## config.mk

```make
export PLATFORM = sky130hd
export DESIGN_NAME = clk_cfg_loader
export DESIGN_NICKNAME = d
export VERILOG_FILES = /design/src/rtl/clk_cfg_pkg.sv /design/src/rtl/clk_cfg_edge_det.sv /design/src/rtl/clk_cfg_shift_reg.sv /design/src/rtl/clk_cfg_active_regs.sv /design/src/rtl/clk_cfg_loader.sv
export SDC_FILE = /design/constraint.sdc
export NUM_CORES = 1
export LEC_CHECK = 0
export CAP_MARGIN = 20
export CORE_MARGIN = 1.5
export CORE_UTILIZATION = 41
export DETAILED_ROUTE_END_ITERATION = 8
export DONT_BUFFER_PORTS = 1
export GPL_TIMING_DRIVEN = 0
export HOLD_SLACK_MARGIN = 0.02
export REMOVE_ABC_BUFFERS = 1
export SYNTH_ARGS = -nofsm -noshare
export SYNTH_HDL_FRONTEND = slang
export SYNTH_SLANG_ARGS = --single-unit
```

## constraint.sdc

```tcl
create_clock -name clk_i -period 2.23 [get_ports clk_i]
set_input_delay 0.1115 -clock clk_i [delete_from_list [all_inputs] [get_ports clk_i]]
set_output_delay 0.1115 -clock clk_i [all_outputs]
set_load 0.02 [all_outputs]
```

## src/rtl/clk_cfg_pkg.sv

```systemverilog
package clk_cfg_pkg;
  localparam int unsigned M_W  = 9;
  localparam int unsigned N_W  = 2;
  localparam int unsigned T_W  = 3;
  localparam int unsigned SR_W = T_W + N_W + M_W;

  // field order matches the serial stream: T first, M last
  typedef struct packed {
    logic [T_W-1:0] t;
    logic [N_W-1:0] n;
    logic [M_W-1:0] m;
  } cfg_t;

  localparam int unsigned EDGE_SCLK  = 0;
  localparam int unsigned EDGE_SLOAD = 1;
  localparam int unsigned EDGE_W     = 2;
endpackage

```

## src/rtl/clk_cfg_edge_det.sv

```systemverilog
module clk_cfg_edge_det #(
  parameter int unsigned W = 2
) (
  input  logic         clk_i,
  input  logic         rst_ni,
  input  logic [W-1:0] sig_i,
  output logic [W-1:0] rise_o,
  output logic [W-1:0] fall_o
);
  logic [W-1:0] prev_q;

  always_ff @(posedge clk_i or negedge rst_ni) begin
    if (!rst_ni) prev_q <= '0;
    else         prev_q <= sig_i;
  end

  for (genvar g = 0; g < W; g++) begin : g_edge
    assign rise_o[g] =  sig_i[g] & ~prev_q[g];
    assign fall_o[g] = ~sig_i[g] &  prev_q[g];
  end
endmodule

```

## src/rtl/clk_cfg_shift_reg.sv

```systemverilog
module clk_cfg_shift_reg #(
  parameter int unsigned W = 14
) (
  input  logic         clk_i,
  input  logic         rst_ni,
  input  logic         shift_i,
  input  logic         din_i,
  output logic [W-1:0] sr_o,
  output logic         dout_o
);
  logic [W-1:0] sr_q;

  always_ff @(posedge clk_i or negedge rst_ni) begin
    if (!rst_ni)      sr_q <= '0;
    else if (shift_i) sr_q <= {sr_q[W-2:0], din_i};
  end

  assign sr_o   = sr_q;
  assign dout_o = sr_q[W-1];
endmodule

```

## src/rtl/clk_cfg_active_regs.sv

```systemverilog
module clk_cfg_active_regs
  import clk_cfg_pkg::*;
(
  input  logic           clk_i,
  input  logic           rst_ni,
  input  logic           pload_i,
  input  logic [M_W-1:0] par_m_i,
  input  logic [N_W-1:0] par_n_i,
  input  logic           xfer_i,
  input  cfg_t           ser_cfg_i,
  output cfg_t           cfg_o
);
  cfg_t cfg_q;
  cfg_t par_cfg;

  always_comb begin
    par_cfg.t = '0;
    par_cfg.n = par_n_i;
    par_cfg.m = par_m_i;
  end

  // the parallel path dominates; a serial transfer only lands while pload is high
  always_ff @(posedge clk_i or negedge rst_ni) begin
    if (!rst_ni)       cfg_q <= '0;
    else if (!pload_i) cfg_q <= par_cfg;
    else if (xfer_i)   cfg_q <= ser_cfg_i;
  end

  assign cfg_o = pload_i ? cfg_q : par_cfg;
endmodule

```

## src/rtl/clk_cfg_loader.sv

```systemverilog
module clk_cfg_loader
  import clk_cfg_pkg::*;
(
  input  logic           clk_i,
  input  logic           rst_ni,
  input  logic           pload_i,
  input  logic [M_W-1:0] par_m_i,
  input  logic [N_W-1:0] par_n_i,
  input  logic           sclk_i,
  input  logic           sdata_i,
  input  logic           sload_i,
  output logic [M_W-1:0] m_o,
  output logic [N_W-1:0] n_o,
  output logic [T_W-1:0] t_o,
  output logic           sdo_o
);
  logic [EDGE_W-1:0] ctl;
  logic [EDGE_W-1:0] ctl_rise;
  logic [EDGE_W-1:0] ctl_fall;
  logic              sclk_rise;
  logic              sload_fall;
  logic [SR_W-1:0]   sr_q;
  cfg_t              ser_cfg;
  cfg_t              act_cfg;

  assign ctl[EDGE_SCLK]  = sclk_i;
  assign ctl[EDGE_SLOAD] = sload_i;

  clk_cfg_edge_det #(.W(EDGE_W)) edge_i (
    .clk_i  (clk_i),
    .rst_ni (rst_ni),
    .sig_i  (ctl),
    .rise_o (ctl_rise),
    .fall_o (ctl_fall)
  );

  assign sclk_rise  = ctl_rise[EDGE_SCLK];
  assign sload_fall = ctl_fall[EDGE_SLOAD];

  clk_cfg_shift_reg #(.W(SR_W)) shreg_i (
    .clk_i   (clk_i),
    .rst_ni  (rst_ni),
    .shift_i (sclk_rise & pload_i),
    .din_i   (sdata_i),
    .sr_o    (sr_q),
    .dout_o  (sdo_o)
  );

  assign ser_cfg = cfg_t'(sr_q);

  clk_cfg_active_regs act_i (
    .clk_i     (clk_i),
    .rst_ni    (rst_ni),
    .pload_i   (pload_i),
    .par_m_i   (par_m_i),
    .par_n_i   (par_n_i),
    .xfer_i    (sload_fall),
    .ser_cfg_i (ser_cfg),
    .cfg_o     (act_cfg)
  );

  assign m_o = act_cfg.m;
  assign n_o = act_cfg.n;
  assign t_o = act_cfg.t;
endmodule

```

==> run metrics, run 1 <==
CP Class register to register; IO Count 32; FILL cells 327; setup TNS 0 ps; final antenna-violating net count 0; CTS tree built; sequential fraction of the synthesis area 53.38%; port bufs 0; CTS Buffer Depth 2; maximum VDD drop 0.4544 mV; via count of the first global-routing pass 834; distinct cell type count after synthesis 14; placed insts 145; Power Density 776.8 nW/um^2; CP Launch Type register; Area Overhead vs Synth 16.90%; clock tree sinks 30; cell count after synthesis 106; CTS root buf clkbuf_4; CP required 2450 ps; CP Capture Type register; Via density 4.982; RR Startpoint edge_i.prev_q[1]; core box area 3311 sq um; Initial DRC Count 13; antenna violations before repair 0; WP data arrival 2290 ps; die area 3790 sq um; All-Layer GR Usage 14.75%; Max Cap Viol 0; first-pass GRT wire length 3822 um; YS warnings 0; routed wire length 2487 um; Post-Synthesis Cell Area 1406 sq um; Final WS setup 152.8 ps; worst relative slew slack 39.47%; Final nets 140; Worst Hold Class input port to asynchronous set/reset pin; placed cell areas 1419 sq um; Pleak 0.7992 nW; Period minus WS final 2077 ps; Final Hold Violating Endpoints 0; DIE HEIGHT 61.57 um; global route overflow 0; top cell type by total area after synthesis dfrtp_1; Post-CTS Setup Repair Bufs 0; Ant. Diodes 0; Max Fclk 481.4 MHz; via count 842; outcome complete, no violations; DRC violation count after routing 0; post-synth top area share 53.38%; final setup vio count 0; layout cells sized above 1 22.76%; Worst Clk Skew 7.943 ps; row cnt 21; fin area 1644 sq um; multi-input logic area 610.6 sq um; clk slew on worst S/H paths 90 ps; RSZ-0062 raised after global routing no; fin util 49.66%; Worst-Skew Late Latency 330 ps; worst-margin pin slew 907.9 ps; CP max FO 14; TritonCTS buffer count 5; DR WL/cell 14.72 um; Critical Path Start edge_i.prev_q[1]; Die W 61.57 um; Starting Density 42.48%; period utilization 93.15%; Avg Inst Size Synth 13.27 sq um; Post-Layout Cell Count 169; #FFs+latches synth 30; pre-CTS setup slack 741.1 ps; Reg area 750.7 sq um; H-Tree Level Count 2; Area contributors post-synth dfrtp_1 53%, mux2_4 11%, mux2i_1 10%; Initial DRT Pass Iterations 2; largest net degree at the start of global routing 31; RD Place Congestion 0.6818; max-slew violations 0; worst-case reg-to-reg path depth 4
[critical path, stage by stage, from the launching register on]
cell,delay (ps)
dfrtp_1,370
nand2b_1,640
mux2i_1,260
a21oi_1,90
dlygate4sd3_1,610
[Yosys cell counts, drive strengths merged]
cell type   n
a21oi      11
and2        3
buf         5
clkbuf      2
dfrtp      30
mux2       25
mux2i      14
nand2b      1
nand3b      1
nor2       11
nor2b       3
[layout make-up]
cell class	count	area share [%]
Sequential cell	30	45.66
Multi-Input combinational cell	69	37.14
Timing Repair Buffer	17	10.96
Tap cell	46	3.501
Clock buffer	7	2.740
[stage by stage]
step	hold slack (ps)	total power [mW]
CTS	205.8	1.290
global route	239.7	1.347
floorplan	-184.1	0.9094
detailed placement	-183.3	0.9549
global placement	-183.4	0.9422
finish	226.9	1.277
[cells in the final DEF (no fill, tap or decap)]
| cell type | n |
|---|---|
| nor2_1 | 11 |
| buf_12 | 1 |
| dlygate4sd3_1 | 16 |
| nor2b_1 | 3 |
| mux2i_1 | 14 |
| mux2_4 | 10 |
| nand3b_2 | 1 |
| mux2_1 | 4 |
| a21oi_1 | 11 |
| mux2_2 | 11 |
| clkbuf_4 | 5 |
| clkbuf_1 | 2 |
| nand2b_1 | 1 |
| dfrtp_1 | 30 |
| and2_1 | 3 |
[sequential cells by signal (all words and copies together), names as in the netlist]
register / count
edge_i.prev_q: 2
act_i.cfg_q: 14
shreg_i.sr_o: 14
[cells by family (layout without fill, tap and decap cells)]
logic type,count (synthesis),after routing,share of synthesized area (%)
AOI/OAI and AO/OA,11,11,3.914
muxes,39,39,32.65
buffers and inverters,7,24,3.203
and+or+nand+nor,19,19,6.851
DFF,30,30,53.38
[worst paths after layout]
path / endpoint / slack, ps
max in group asynchronous: shreg_i.sr_o[1] / 1830
min in group clk_i: edge_i.prev_q[0] / 340
worst min register to register: shreg_i.sr_o[4] / 520
worst max-delay path: act_i.cfg_q[2] / 150
worst min-delay path: act_i.cfg_q[3] / 230
worst max register to register: act_i.cfg_q[2] / 150
[what timing repair did]
item / CTS / global route
resized for setup: 0 / 0
hold endpoints to repair: 47 / 0
hold buffers: 17 / 0
[routing by layer]
layer | GRT usage [%] | share of wire, %
met5 | 0 | 0
met4 | 6.383 | 2.0
met3 | 6.723 | 6.3
met2 | 23.31 | 47
met1 | 17.32 | 45
[report_power, final]
group	leakage, nW	switching (mW)	total, mW	internal (mW)
sequential	0.373	0.0741	0.721	0.647
clock	0.0254	0.173	0.291	0.119
combinational	0.401	0.109	0.264	0.155
total	0.799	0.356	1.28	0.921
Note: power is estimated with default switching activity, not from simulation.
==> run 2: changes to the inputs <==
--- a/config.mk
+++ b/config.mk
@@ -7,7 +7,7 @@
 export LEC_CHECK = 0
 export CAP_MARGIN = 20
 export CORE_MARGIN = 1.5
-export CORE_UTILIZATION = 41
+export CORE_UTILIZATION = 39
 export DETAILED_ROUTE_END_ITERATION = 8
 export DONT_BUFFER_PORTS = 1
 export GPL_TIMING_DRIVEN = 0
==> run 2 against run 1 <==
Effect of this change: global-route usage down 0.54 points; worst hold slack worse by 7.1 ps; highest routed layer unchanged; critical path depth unchanged; count of clock-buffer cells in the layout unchanged.
==> run metrics, run 2 (same netlist as run 1, synthesis figures left out) <==
H-Tree Level Count 2; CTS tree built; overall power 1.321 mW; pre-CTS setup slack 734.3 ps; clk slew on worst S/H paths 100 ps; TritonCTS buffer count 5; CTS root buf clkbuf_4; Worst Hold Class input port to asynchronous set/reset pin; Sequential Power Share 54.3%; Die W 63.05 um; via count of the first global-routing pass 907; Post-Layout Cell Count 170; outcome complete, no violations; Max Fclk 483.5 MHz; switching share of power 27.72%; All-Layer GR Usage 14.21%; CP max stage cell nand2b_1; layout cells sized above 1 24.19%; routed wire length 2509 um; setup TNS 0 ps; Final Hold Violating Endpoints 0; port bufs 0; CTS Buffer Depth 2; max-slew violations 0; RSZ-0062 raised after global routing no; worst hold slack 219.8 ps; Worst-Skew Late Latency 330 ps; global route overflow 0; core box area 3390 sq um; P_int 0.9551 mW; Starting Density 41.49%; RD Place Congestion 0.5990; die area 3975 sq um; Initial DRC Count 23; Area Overhead vs Synth 17.97%; Comb pwr share 19.9%; WP data arrival 2290 ps; Worst path max stage delay 640 ps; Power Density 796.4 nW/um^2; Max Cap Viol 0; worst relative slew slack 39.15%; final antenna-violating net count 0; Period minus WS final 2068 ps; Worst path top cell family by delay simple AND/OR/NAND/NOR gates; most frequent cells in the layout 30 x dfrtp_1, 16 x dlygate4sd3_1, 14 x mux2i_1; commonest non-fill, non-tap cell in the layout dfrtp_1; antenna violations before repair 0; Clk pwr share 25.8%; worst path bufs/invs 1; CP max FO 14; maximum VDD drop 0.3220 mV; DIE HEIGHT 63.05 um; row cnt 21; worst path cell trace nand2b_1 > mux2i_1 > a21oi_1 > dlygate4sd3_1; worst-margin pin slew 912.8 ps; Via density 5.059; DR WL/cell 14.76 um; clock tree sinks 30; fin area 1659 sq um; CP Class register to register; CP Launch Type register; Net Sw Power 0.3663 mW; Initial DRT Pass Iterations 2; fin util 48.95%; Pleak 0.8092 nW; Final nets 140; first-pass GRT wire length 4243 um; placed cell areas 1419 sq um; Resized Gates After CTS 0; Ant. Diodes 0; via count 860; DRC violation count after routing 0; period utilization 92.74%; placed insts 145; largest net degree at the start of global routing 31; Final WS setup 162.0 ps; CP required 2450 ps; Worst Clk Skew 5.787 ps; CP Capture Type register; final setup vio count 0; IO Count 32
[run 2: path summary, 6_finish.rpt]
kind	from	to	slack [ps]	cells past startpoint
min reg2reg	shreg_i.sr_o[4]	shreg_i.sr_o[4]	520	1
max	edge_i.prev_q[1]	act_i.cfg_q[4]	160	4
max in group asynchronous	rst_ni	edge_i.prev_q[0]	1840	2
max reg2reg	edge_i.prev_q[1]	act_i.cfg_q[4]	160	4
min	rst_ni	edge_i.prev_q[1]	220	2
min in group clk_i	sclk_i	edge_i.prev_q[0]	330	1
[run 2: layer usage]
layer	up-vias	track usage, %	wire [um]
li1	402	-	-
met1	422	17.65	1171
met2	29	21.68	1145
met3	7	3.929	125
met4	0	9.167	67
met5	-	0	0
[run 2: final cells by class]
type                    count  area (sq um)
flip-flops and latches     30         750.7
well taps                  46         57.56
repair buffers             17         180.2
multi-input cells          69         610.6
clock inverters             1         5.005
clock buffers               7         55.05
fillers                   307          1730
[run 2: timing repair]
| item | in CTS | in global routing |
|---|---|---|
| setup buffers | 0 | 0 |
| endpoints found under the hold margin | 47 | 0 |
| hold buffers | 17 | 0 |
[run 2: worst register-to-register path: stages (launching register included)]
cell,delay (ps)
dfrtp_1,370
nand2b_1,640
mux2i_1,270
a21oi_1,80
dlygate4sd3_1,590
[run 2: power groups by stage]
stage	logic (mW)	clock network (mW)	registers, mW
6_report	0.263	0.340	0.718
5_1_grt	0.287	0.379	0.737
4_1_cts	0.267	0.352	0.720
3_5_place_dp	0.219	0	0.732
3_3_place_gp	0.215	0	0.727
2_1_floorplan	0.204	0	0.706
==> run 3: changes to the inputs <==
--- a/config.mk
+++ b/config.mk
@@ -12,6 +12,7 @@
 export DONT_BUFFER_PORTS = 1
 export GPL_TIMING_DRIVEN = 0
 export HOLD_SLACK_MARGIN = 0.02
+export PLACE_DENSITY = 0.56
 export REMOVE_ABC_BUFFERS = 1
 export SYNTH_ARGS = -nofsm -noshare
 export SYNTH_HDL_FRONTEND = slang
==> run 3 against run 2 <==
Effect of this change: worst hold slack gained 13 ps; highest routed layer unchanged; cell area grew 0.15%; critical path depth stayed put; clock power is 4% lower; first-iteration DRC count fell by 74%; combinational power about the same; sequential share of layout area down 0.068 points; critical path type unchanged; non-clock buffer count stayed put; die area stayed put; utilization grew 0.074 points.
==> run metrics, run 3 (same netlist as run 1, synthesis figures left out) <==
worst relative slew slack 44.56%; clk slew on worst S/H paths 90 ps; CP Launch Type register; TritonCTS buffer count 5; CP max stage cell dlygate4sd3_1; core box area 3390 sq um; CP Class register to register; clock tree sinks 30; Initial DRT Pass Iterations 3; via count 828; worst path cell trace nand2b_2 > mux2i_1 > a21oi_1 > dlygate4sd3_1; period utilization 79.16%; Final Hold Violating Endpoints 0; reg-to-reg slack, setup 460 ps; post-DP HPWL 1411 um; H-Tree Level Count 2; Worst Hold Class input port to asynchronous set/reset pin; worst path bufs/invs 1; Max Cap Viol 0; die area 3975 sq um; DIE HEIGHT 63.05 um; IO Count 32; commonest non-fill, non-tap cell in the layout dfrtp_1; Period minus WS final 1765 ps; global route overflow 0; RR Startpoint edge_i.prev_q[1]; first-pass GRT wire length 4257 um; Final nets 140; DR WL/cell 14.08 um; RSZ-0062 raised after global routing no; Worst path max stage delay 590 ps; All-Layer GR Usage 14.17%; port bufs 0; final antenna-violating net count 0; CP max FO 14; Area Overhead vs Synth 18.15%; RD Place Congestion 0.6245; Pleak 0.8094 nW; Reg-to-Reg End act_i.cfg_q[4]; setup TNS 0 ps; outcome complete, no violations; Power Density 788.0 nW/um^2; final setup vio count 0; antenna violations before repair 0; Via density 4.871; worst-margin pin slew 828.9 ps; Worst path top cell family by delay buffers and inverters; Worst-Skew Late Latency 320 ps; maximum VDD drop 0.3887 mV; CTS root buf clkbuf_4; WP data arrival 1970 ps; Die W 63.05 um; CTS tree built; most frequent cells in the layout 30 x dfrtp_1, 16 x dlygate4sd3_1, 14 x mux2i_1; Max Fclk 566.5 MHz; CP required 2440 ps; Ant. Diodes 0; pre-CTS setup slack 718.9 ps; via count of the first global-routing pass 864; worst-case reg-to-reg path depth 4; CTS Buffer Depth 2; DRC violation count after routing 0; Starting Density 41.49%; Post-CTS Setup Repair Bufs 0; CP Capture Type register; Initial DRC Count 6; largest net degree at the start of global routing 31; layout cells sized above 1 25.00%; Final WS setup 464.7 ps; Worst Clk Skew 10.20 ps; routed wire length 2394 um; max-slew violations 0; row cnt 21
[run 3: cell counts in the layout (fill, tap and decap cells not counted)]
Identical to the previous run, type by type.
[run 3: cell type report]
type,instances,area [sq um]
Clock inverter,1,5.005
Multi-Input combinational cell,69,613.1
Fill cell,294,1728
Clock buffer,7,55.05
Timing Repair Buffer,17,180.2
Sequential cell,30,750.7
Tap cell,46,57.56
[run 3: worst max-delay path by stage]
stage / slack (ps) / startpoint / end / depth (start not counted)
after CTS: 120 / edge_i.prev_q[1] / act_i.cfg_q[4] / 4
after global routing: 320 / edge_i.prev_q[1] / act_i.cfg_q[4] / 4
after floorplan: 930 / edge_i.prev_q[0] / shreg_i.sr_o[4] / 2
after detailed placement: 720 / edge_i.prev_q[1] / act_i.cfg_q[0] / 3
after global placement: 750 / edge_i.prev_q[1] / act_i.cfg_q[8] / 3
final: 460 / edge_i.prev_q[1] / act_i.cfg_q[4] / 4
[run 3: report_power, final]
part | internal, mW | total (mW) | switching (mW)
clock | 0.153 | 0.328 | 0.176
sequential | 0.647 | 0.719 | 0.0719
combinational | 0.155 | 0.262 | 0.107
total | 0.955 | 1.31 | 0.354
[run 3: metal layers]
layer | global-route usage (%) | routed length [um]
met1 | 18.69 | 1117
met2 | 21.01 | 1110
met3 | 4.643 | 131
met4 | 6.667 | 34
met5 | 0 | 0
[run 3: what timing repair did]
| item | CTS | global route |
|---|---|---|
| hold buffers | 17 | 0 |
| gates resized for setup | 0 | 1 |
| endpoints found under the setup margin | 0 | 1 |
| hold endpoints to repair | 47 | 0 |
[run 3: stage by stage]
stage	total power, mW	cells	hold slack [ps]	instance area [sq um]	utilization [%]
6_report	1.309	170	232.6	1662	49.02
5_1_grt	1.397	170	232.5	1662	49.02
3_3_place_gp	0.9433	145	-183.1	1419	41.86
2_1_floorplan	0.9094	99	-184.1	1361	-
3_5_place_dp	0.9518	145	-183.3	1419	41.86
4_1_cts	1.336	170	209.1	1659	48.95
